## src/rtl/uart_flow_ctl.sv

```systemverilog
module uart_flow_ctl #(
  parameter int DATA_W     = 8,
  parameter int FIFO_DEPTH = 8,
  parameter int OVS        = 16
) (
  input  logic              clk,
  input  logic              rst_n,
  input  logic              tick16,
  input  logic              cts_gate_en,
  input  logic              rts_ctl_en,
  input  logic              ctsn_in,
  input  logic [DATA_W-1:0] tx_data,
  input  logic              tx_valid,
  output logic              tx_ready,
  output logic              txd,
  input  logic              rxd,
  output logic [DATA_W-1:0] rx_data,
  output logic              rx_valid,
  input  logic              rx_pop,
  output logic              rtsn_out,
  output logic              rtsn_oe
);
  localparam int CNT_W  = $clog2(OVS);
  localparam int HALF   = OVS / 2;
  localparam int TBIT_W = $clog2(DATA_W + 2);
  localparam int RBIT_W = $clog2(DATA_W);
  localparam int PTR_W  = $clog2(FIFO_DEPTH);
  localparam int LVL_W  = $clog2(FIFO_DEPTH + 1);

  // ---------------- transmitter ----------------
  logic [1:0]        cts_sync;
  logic              tx_busy;
  logic [DATA_W+1:0] tx_sh;
  logic [CNT_W-1:0]  tx_tick;
  logic [TBIT_W-1:0] tx_bit;
  logic              tx_start;

  always_ff @(posedge clk or negedge rst_n)
    if (!rst_n) cts_sync <= 2'b11;
    else        cts_sync <= {cts_sync[0], ctsn_in};

  assign tx_ready = !tx_busy && (!cts_gate_en || !cts_sync[1]);
  assign tx_start = tx_valid && tx_ready;
  assign txd      = tx_sh[0];

  always_ff @(posedge clk or negedge rst_n) begin
    if (!rst_n) begin
      tx_busy <= 1'b0;
      tx_sh   <= '1;
      tx_tick <= '0;
      tx_bit  <= '0;
    end else if (tx_start) begin
      tx_busy <= 1'b1;
      tx_sh   <= {1'b1, tx_data, 1'b0};
      tx_tick <= '0;
      tx_bit  <= '0;
    end else if (tx_busy && tick16) begin
      if (tx_tick == CNT_W'(OVS - 1)) begin
        tx_tick <= '0;
        tx_sh   <= {1'b1, tx_sh[DATA_W+1:1]};
        if (tx_bit == TBIT_W'(DATA_W + 1)) tx_busy <= 1'b0;
        else                               tx_bit  <= tx_bit + 1'b1;
      end else begin
        tx_tick <= tx_tick + 1'b1;
      end
    end
  end

  p_start_bit_r2: assert property (@(posedge clk) disable iff (!rst_n)
    tx_start |=> !txd);
  p_cts_hold_r3: assert property (@(posedge clk) disable iff (!rst_n)
    (cts_gate_en && cts_sync[1] && !tx_busy) |=> !tx_busy);
  p_cts_free_r5: assert property (@(posedge clk) disable iff (!rst_n)
    (!cts_gate_en && !tx_busy && tx_valid) |=> tx_busy);

  // ---------------- receiver ----------------
  typedef enum logic [2:0] {RX_IDLE, RX_START, RX_DATA, RX_STOP, RX_WAIT} rx_st_t;
  rx_st_t            rx_st;
  logic [1:0]        rx_sync;
  logic              rx_s;
  logic [CNT_W-1:0]  rx_tick;
  logic [RBIT_W-1:0] rx_bit;
  logic [DATA_W-1:0] rx_sh;
  logic              start_ok, frame_ok;

  always_ff @(posedge clk or negedge rst_n)
    if (!rst_n) rx_sync <= 2'b11;
    else        rx_sync <= {rx_sync[0], rxd};
  assign rx_s = rx_sync[1];

  assign start_ok = (rx_st == RX_START) && tick16 && (rx_tick == CNT_W'(HALF - 1)) && !rx_s;
  assign frame_ok = (rx_st == RX_STOP) && tick16 && (rx_tick == CNT_W'(OVS - 1)) && rx_s;

  always_ff @(posedge clk or negedge rst_n) begin
    if (!rst_n) begin
      rx_st   <= RX_IDLE;
      rx_tick <= '0;
      rx_bit  <= '0;
      rx_sh   <= '0;
    end else begin
      case (rx_st)
        RX_IDLE:
          if (tick16 && !rx_s) begin
            rx_st   <= RX_START;
            rx_tick <= '0;
          end
        RX_START:
          if (tick16) begin
            if (rx_tick == CNT_W'(HALF - 1)) begin
              rx_tick <= '0;
              rx_bit  <= '0;
              rx_st   <= rx_s ? RX_IDLE : RX_DATA;
            end else rx_tick <= rx_tick + 1'b1;
          end
        RX_DATA:
          if (tick16) begin
            if (rx_tick == CNT_W'(OVS - 1)) begin
              rx_tick <= '0;
              rx_sh   <= {rx_s, rx_sh[DATA_W-1:1]};
              if (rx_bit == RBIT_W'(DATA_W - 1)) rx_st  <= RX_STOP;
              else                               rx_bit <= rx_bit + 1'b1;
            end else rx_tick <= rx_tick + 1'b1;
          end
        RX_STOP:
          if (tick16) begin
            if (rx_tick == CNT_W'(OVS - 1)) begin
              rx_tick <= '0;
              rx_st   <= rx_s ? RX_IDLE : RX_WAIT;
            end else rx_tick <= rx_tick + 1'b1;
          end
        default:
          if (rx_s) rx_st <= RX_IDLE;
      endcase
    end
  end

  // ---------------- FIFO, holding register, request-to-send ----------------
  logic [DATA_W-1:0] mem [FIFO_DEPTH];
  logic [PTR_W-1:0]  wr_ptr, rd_ptr;
  logic [LVL_W-1:0]  lvl;
  logic              fifo_full, pend, push_pend, push_new, push, pop, rts_hold;
  logic [DATA_W-1:0] pend_data, push_data;

  assign fifo_full = (lvl == LVL_W'(FIFO_DEPTH));
  assign push_pend = pend && !fifo_full;
  assign push_new  = frame_ok && !pend && !fifo_full;
  assign push      = push_pend || push_new;
  assign push_data = push_pend ? pend_data : rx_sh;
  assign pop       = rx_pop && (lvl != '0);
  assign rx_valid  = (lvl != '0);
  assign rx_data   = mem[rd_ptr];

  always_ff @(posedge clk)
    if (push) mem[wr_ptr] <= push_data;

  always_ff @(posedge clk or negedge rst_n) begin
    if (!rst_n) begin
      wr_ptr    <= '0;
      rd_ptr    <= '0;
      lvl       <= '0;
      pend      <= 1'b0;
      pend_data <= '0;
    end else begin
      if (push) wr_ptr <= (wr_ptr == PTR_W'(FIFO_DEPTH - 1)) ? '0 : wr_ptr + 1'b1;
      if (pop)  rd_ptr <= (rd_ptr == PTR_W'(FIFO_DEPTH - 1)) ? '0 : rd_ptr + 1'b1;
      lvl <= lvl + LVL_W'(push) - LVL_W'(pop);
      if (frame_ok && (pend ? !fifo_full : fifo_full)) begin
        pend      <= 1'b1;
        pend_data <= rx_sh;
      end else if (push_pend) begin
        pend <= 1'b0;
      end
    end
  end

  always_ff @(posedge clk or negedge rst_n)
    if (!rst_n)                      rts_hold <= 1'b0;
    else if (!rts_ctl_en || pop)     rts_hold <= 1'b0;
    else if (start_ok && fifo_full)  rts_hold <= 1'b1;

  assign rtsn_out = rts_hold;
  assign rtsn_oe  = rts_ctl_en;

  p_fifo_bound_r6: assert property (@(posedge clk) disable iff (!rst_n)
    lvl <= LVL_W'(FIFO_DEPTH));
  p_rts_full_r8: assert property (@(posedge clk) disable iff (!rst_n)
    $rose(rts_hold) |-> $past(fifo_full));
  p_pend_full_r9: assert property (@(posedge clk) disable iff (!rst_n)
    $rose(pend) |-> $past(fifo_full));
  p_rts_drop_r10: assert property (@(posedge clk) disable iff (!rst_n)
    pop |=> !rtsn_out);
  p_rts_quiet_r11: assert property (@(posedge clk) disable iff (!rst_n)
    !rts_ctl_en |=> !rtsn_out);
endmodule

```

## config.mk

```make
export PLATFORM = sky130hd
export DESIGN_NAME = uart_flow_ctl
export DESIGN_NICKNAME = d
export VERILOG_FILES = /design/src/rtl/uart_flow_ctl.sv
export SDC_FILE = /design/constraint.sdc
export NUM_CORES = 1
export LEC_CHECK = 0
export BUFFER_PORTS_ARGS = -buffer_cell sky130_fd_sc_hd__buf_2
export CORE_MARGIN = 8
export CORE_UTILIZATION = 60
export CTS_BUF_LIST = sky130_fd_sc_hd__clkbuf_16
export DETAILED_ROUTE_END_ITERATION = 6
export GPL_ROUTABILITY_DRIVEN = 0
export PLACE_DENSITY = 0.79
export SLEW_MARGIN = 5
export SYNTH_ARGS = -nofsm -noshare
export SYNTH_HDL_FRONTEND = slang
export SYNTH_SLANG_ARGS = --single-unit
```

## constraint.sdc

```tcl
create_clock -name clk -period 8.2 [get_ports clk]
set_input_delay 1.23 -clock clk [delete_from_list [all_inputs] [get_ports clk]]
set_output_delay 1.23 -clock clk [all_outputs]
set_load 0.1 [all_outputs]
```

==> impl_results.md <==
* Run status: completed
* Via Count at 3000
* Yosys warns at 0
* CTS Buf Count at 17
* Final worst path period need at 3890 ps
* Post-synth top area cell: edfxtp_1
* Clock Path Buffers at 2
* First-iteration detailed-routing DRC count at 163
* Hold path depth at 0
* Hold_buf cts at 0
* Max-cap viol count at 0
* Post-route setup TNS at 0 ps
* Largest net degree at the start of global routing at 61
* Number of global-route vias before repair at 3160
* Die area at 12300 um2
* Worst-Margin Slew at 1100 ps
* Post-CTS sizing at 0
* Fin. max-slew vios at 0
* Final WL at 9670 um
* DR WL/cell at 18.6 um
* Final hold vios at 0
* CORE AREA at 8720 um2
* Worst EP arrival at 2660 ps
* Crit-path max cell delay at 1050 ps
* CP required at 6970 ps
* Initial Util at 62.1%
* Die width at 111 um
* Post-CTS Setup Inserts at 0
* Final ANT Viol Nets at 0
* Crit start category: flip-flop
* Synth Register Bits at 124
* Fraction of layout cells with a size suffix above 1 at 31.1%
* Drt pass-1 iters at 4
* CTS tree: yes
* Maximum vdd ir drop at 0.170 mV
* Layout Nets at 433
* Worst-path fanout max at 19
* Type of the tightest min-delay check: reg -> reg
* Final setup fails at 0
* Top FF cell, synth: edfxtp_1
* Number of placement rows at 34
* Detailed Place HPWL at 6060 um
* Sequential element share of the synthesized area at 63.6%
* WS Path Type: reg -> out
* CP cell instances: mux4_2, mux2_2, buf_2
* Setup repair after global routing missed its margin: no
* Ys async rst share at 48.4%
* Commonest cells post-synth: edfxtp_1 (64), dfrtp_1 (47), mux2_2 (35)
* Clk sinks at 124
* Root Driver: clkbuf_16
* Residual DRC count at 0
* Post-layout instance count excluding filler cells at 519
* Worst path slowest cell: dfrtp_1
* Synth top area share at 35.5%
* EDFF count, synth at 64
* FMAX at 257 MHz
* Cells after synthesis at 360
* Via/cell ratio at 5.78
* Leak at 0.00252 uW
* Critical Path End Type: output pin
* Mapped Area at 5410 um2
* R2R cell count at 14
* Global route overflow at 0
* Top cells by area, synth: edfxtp_1 (36%), dfrtp_1 (22%), mux2_2 (7.3%)
* Net count after synthesis at 395
* Area grow syn2layout at 14.9%
* Latest clock arrival within the worst-skew pair at 400 ps
* Placed insts at 487
* First-pass GRT wire length at 15900 um
* Most frequent cell after synthesis: edfxtp_1
* Die Y at 111 um
* Period utilization at 47.4%
* Worst slew margin at 26.1%
* Netlist cell types at 50
* Clock skew at 9.61 ps
* PortBufs at 29
* Post-synthesis area per instance at 15.0 um2
* Tot GR Track Use at 16.4%
* Power per standard cell area at 342 nW/um2
* Number of antenna violations at the first check in global routing at 0
* CTS H-tree depth at 4
* Antenna cells at 0
* Clk pin slew, worst setup/hold paths at 50 ps
* Ports at 30
[final timing paths]
path	start	to	slack (ps)
setup reg to reg	lvl[2]	lvl[3]	4980
setup / recovery	rd_ptr[0]	rx_data[1]	4310
hold reg to reg	rx_sync[0]	rx_sync[1]	350
min in group asynchronous	rst_n	tx_bit[0]	970
hold / removal	rx_sync[0]	rx_sync[1]	350
max in group asynchronous	rst_n	rx_bit[1]	6740
[placed cells by master (no fill, tap or decap), drive strengths merged, types with 2 or more instances in the layout]
master,synthesis,routed
a21o,3,3
a21oi,11,11
and3,2,2
buf,5,30
bufinv,0,3
clkbuf,6,17
clkinv,0,7
dfrtp,47,47
dfstp,13,13
edfxtp,64,64
ha,17,17
inv,16,20
mux2,38,38
mux2i,10,10
mux4,16,16
nand2,24,24
nand2b,5,5
nand3,8,8
nand3b,2,2
nor2,22,22
nor2b,2,2
nor3,5,5
nor3b,2,2
o21ai,15,15
o31ai,2,2
or3b,2,2
or4b,2,2
xnor2,3,3
xor2,3,3
[through the flow]
stage,instance area (um2),total power [uW],util (%),setup WS (ps),hold WS (ps)
2_1_floorplan,5410,1320,-,4240,345
3_3_place_gp,5650,1400,64.8,4440,346
3_5_place_dp,5650,1430,64.8,4390,347
4_1_cts,6210,2140,71.3,4220,354
5_1_grt,6220,2220,71.3,4140,363
6_report,6220,2130,71.3,4310,355
[logic make-up after synthesis]
kind of cell    after synthesis  share of synthesized area, %
xor+xnor                      6                         0.971
mux                          64                          16.6
compound gates               39                          4.67
simple gates                 82                          7.82
fa+ha+maj                    18                          4.30
buf+inv                      27                          2.06
flops                       124                          63.6
[critical path, delay by kind of cell (launching register included)]
kind / cells / cell delay (ps)
buffers and inverters: 1 / 290
flip-flops: 1 / 1050
multiplexers: 2 / 900
[power breakdown]
part	total, uW	leakage, uW	switching [uW]	internal, uW
combinational	593	0.000890	394	199
sequential	820	0.00134	94.1	726
clock	714	0.000289	248	466
total	2130	0.00252	736	1390
[per-layer routing]
layer  GRT usage [%]  share of wire [%]
met5               0                  0
met2            27.3                 53
met1            19.7                 42
met4            7.12                1.3
met3            4.44                3.7
[sequential cells by signal, indices dropped and copies added, names as in the netlist, 4 cells and up]
register   cells
pend_data      8
mem           64
rx_sh          8
lvl            4
tx_sh          9
tx_bit         4
rx_tick        4
tx_tick        4
[cell type report]
cell class,instances,area (um2)
clock buffers,17,425
clock inverters,15,141
fillers,525,2500
inverters,16,60.1
multi-input cells,209,1870
flip-flops and latches,124,3440
well taps,108,135
repair buffers,30,153
Note: power is estimated with default switching activity, not from simulation.
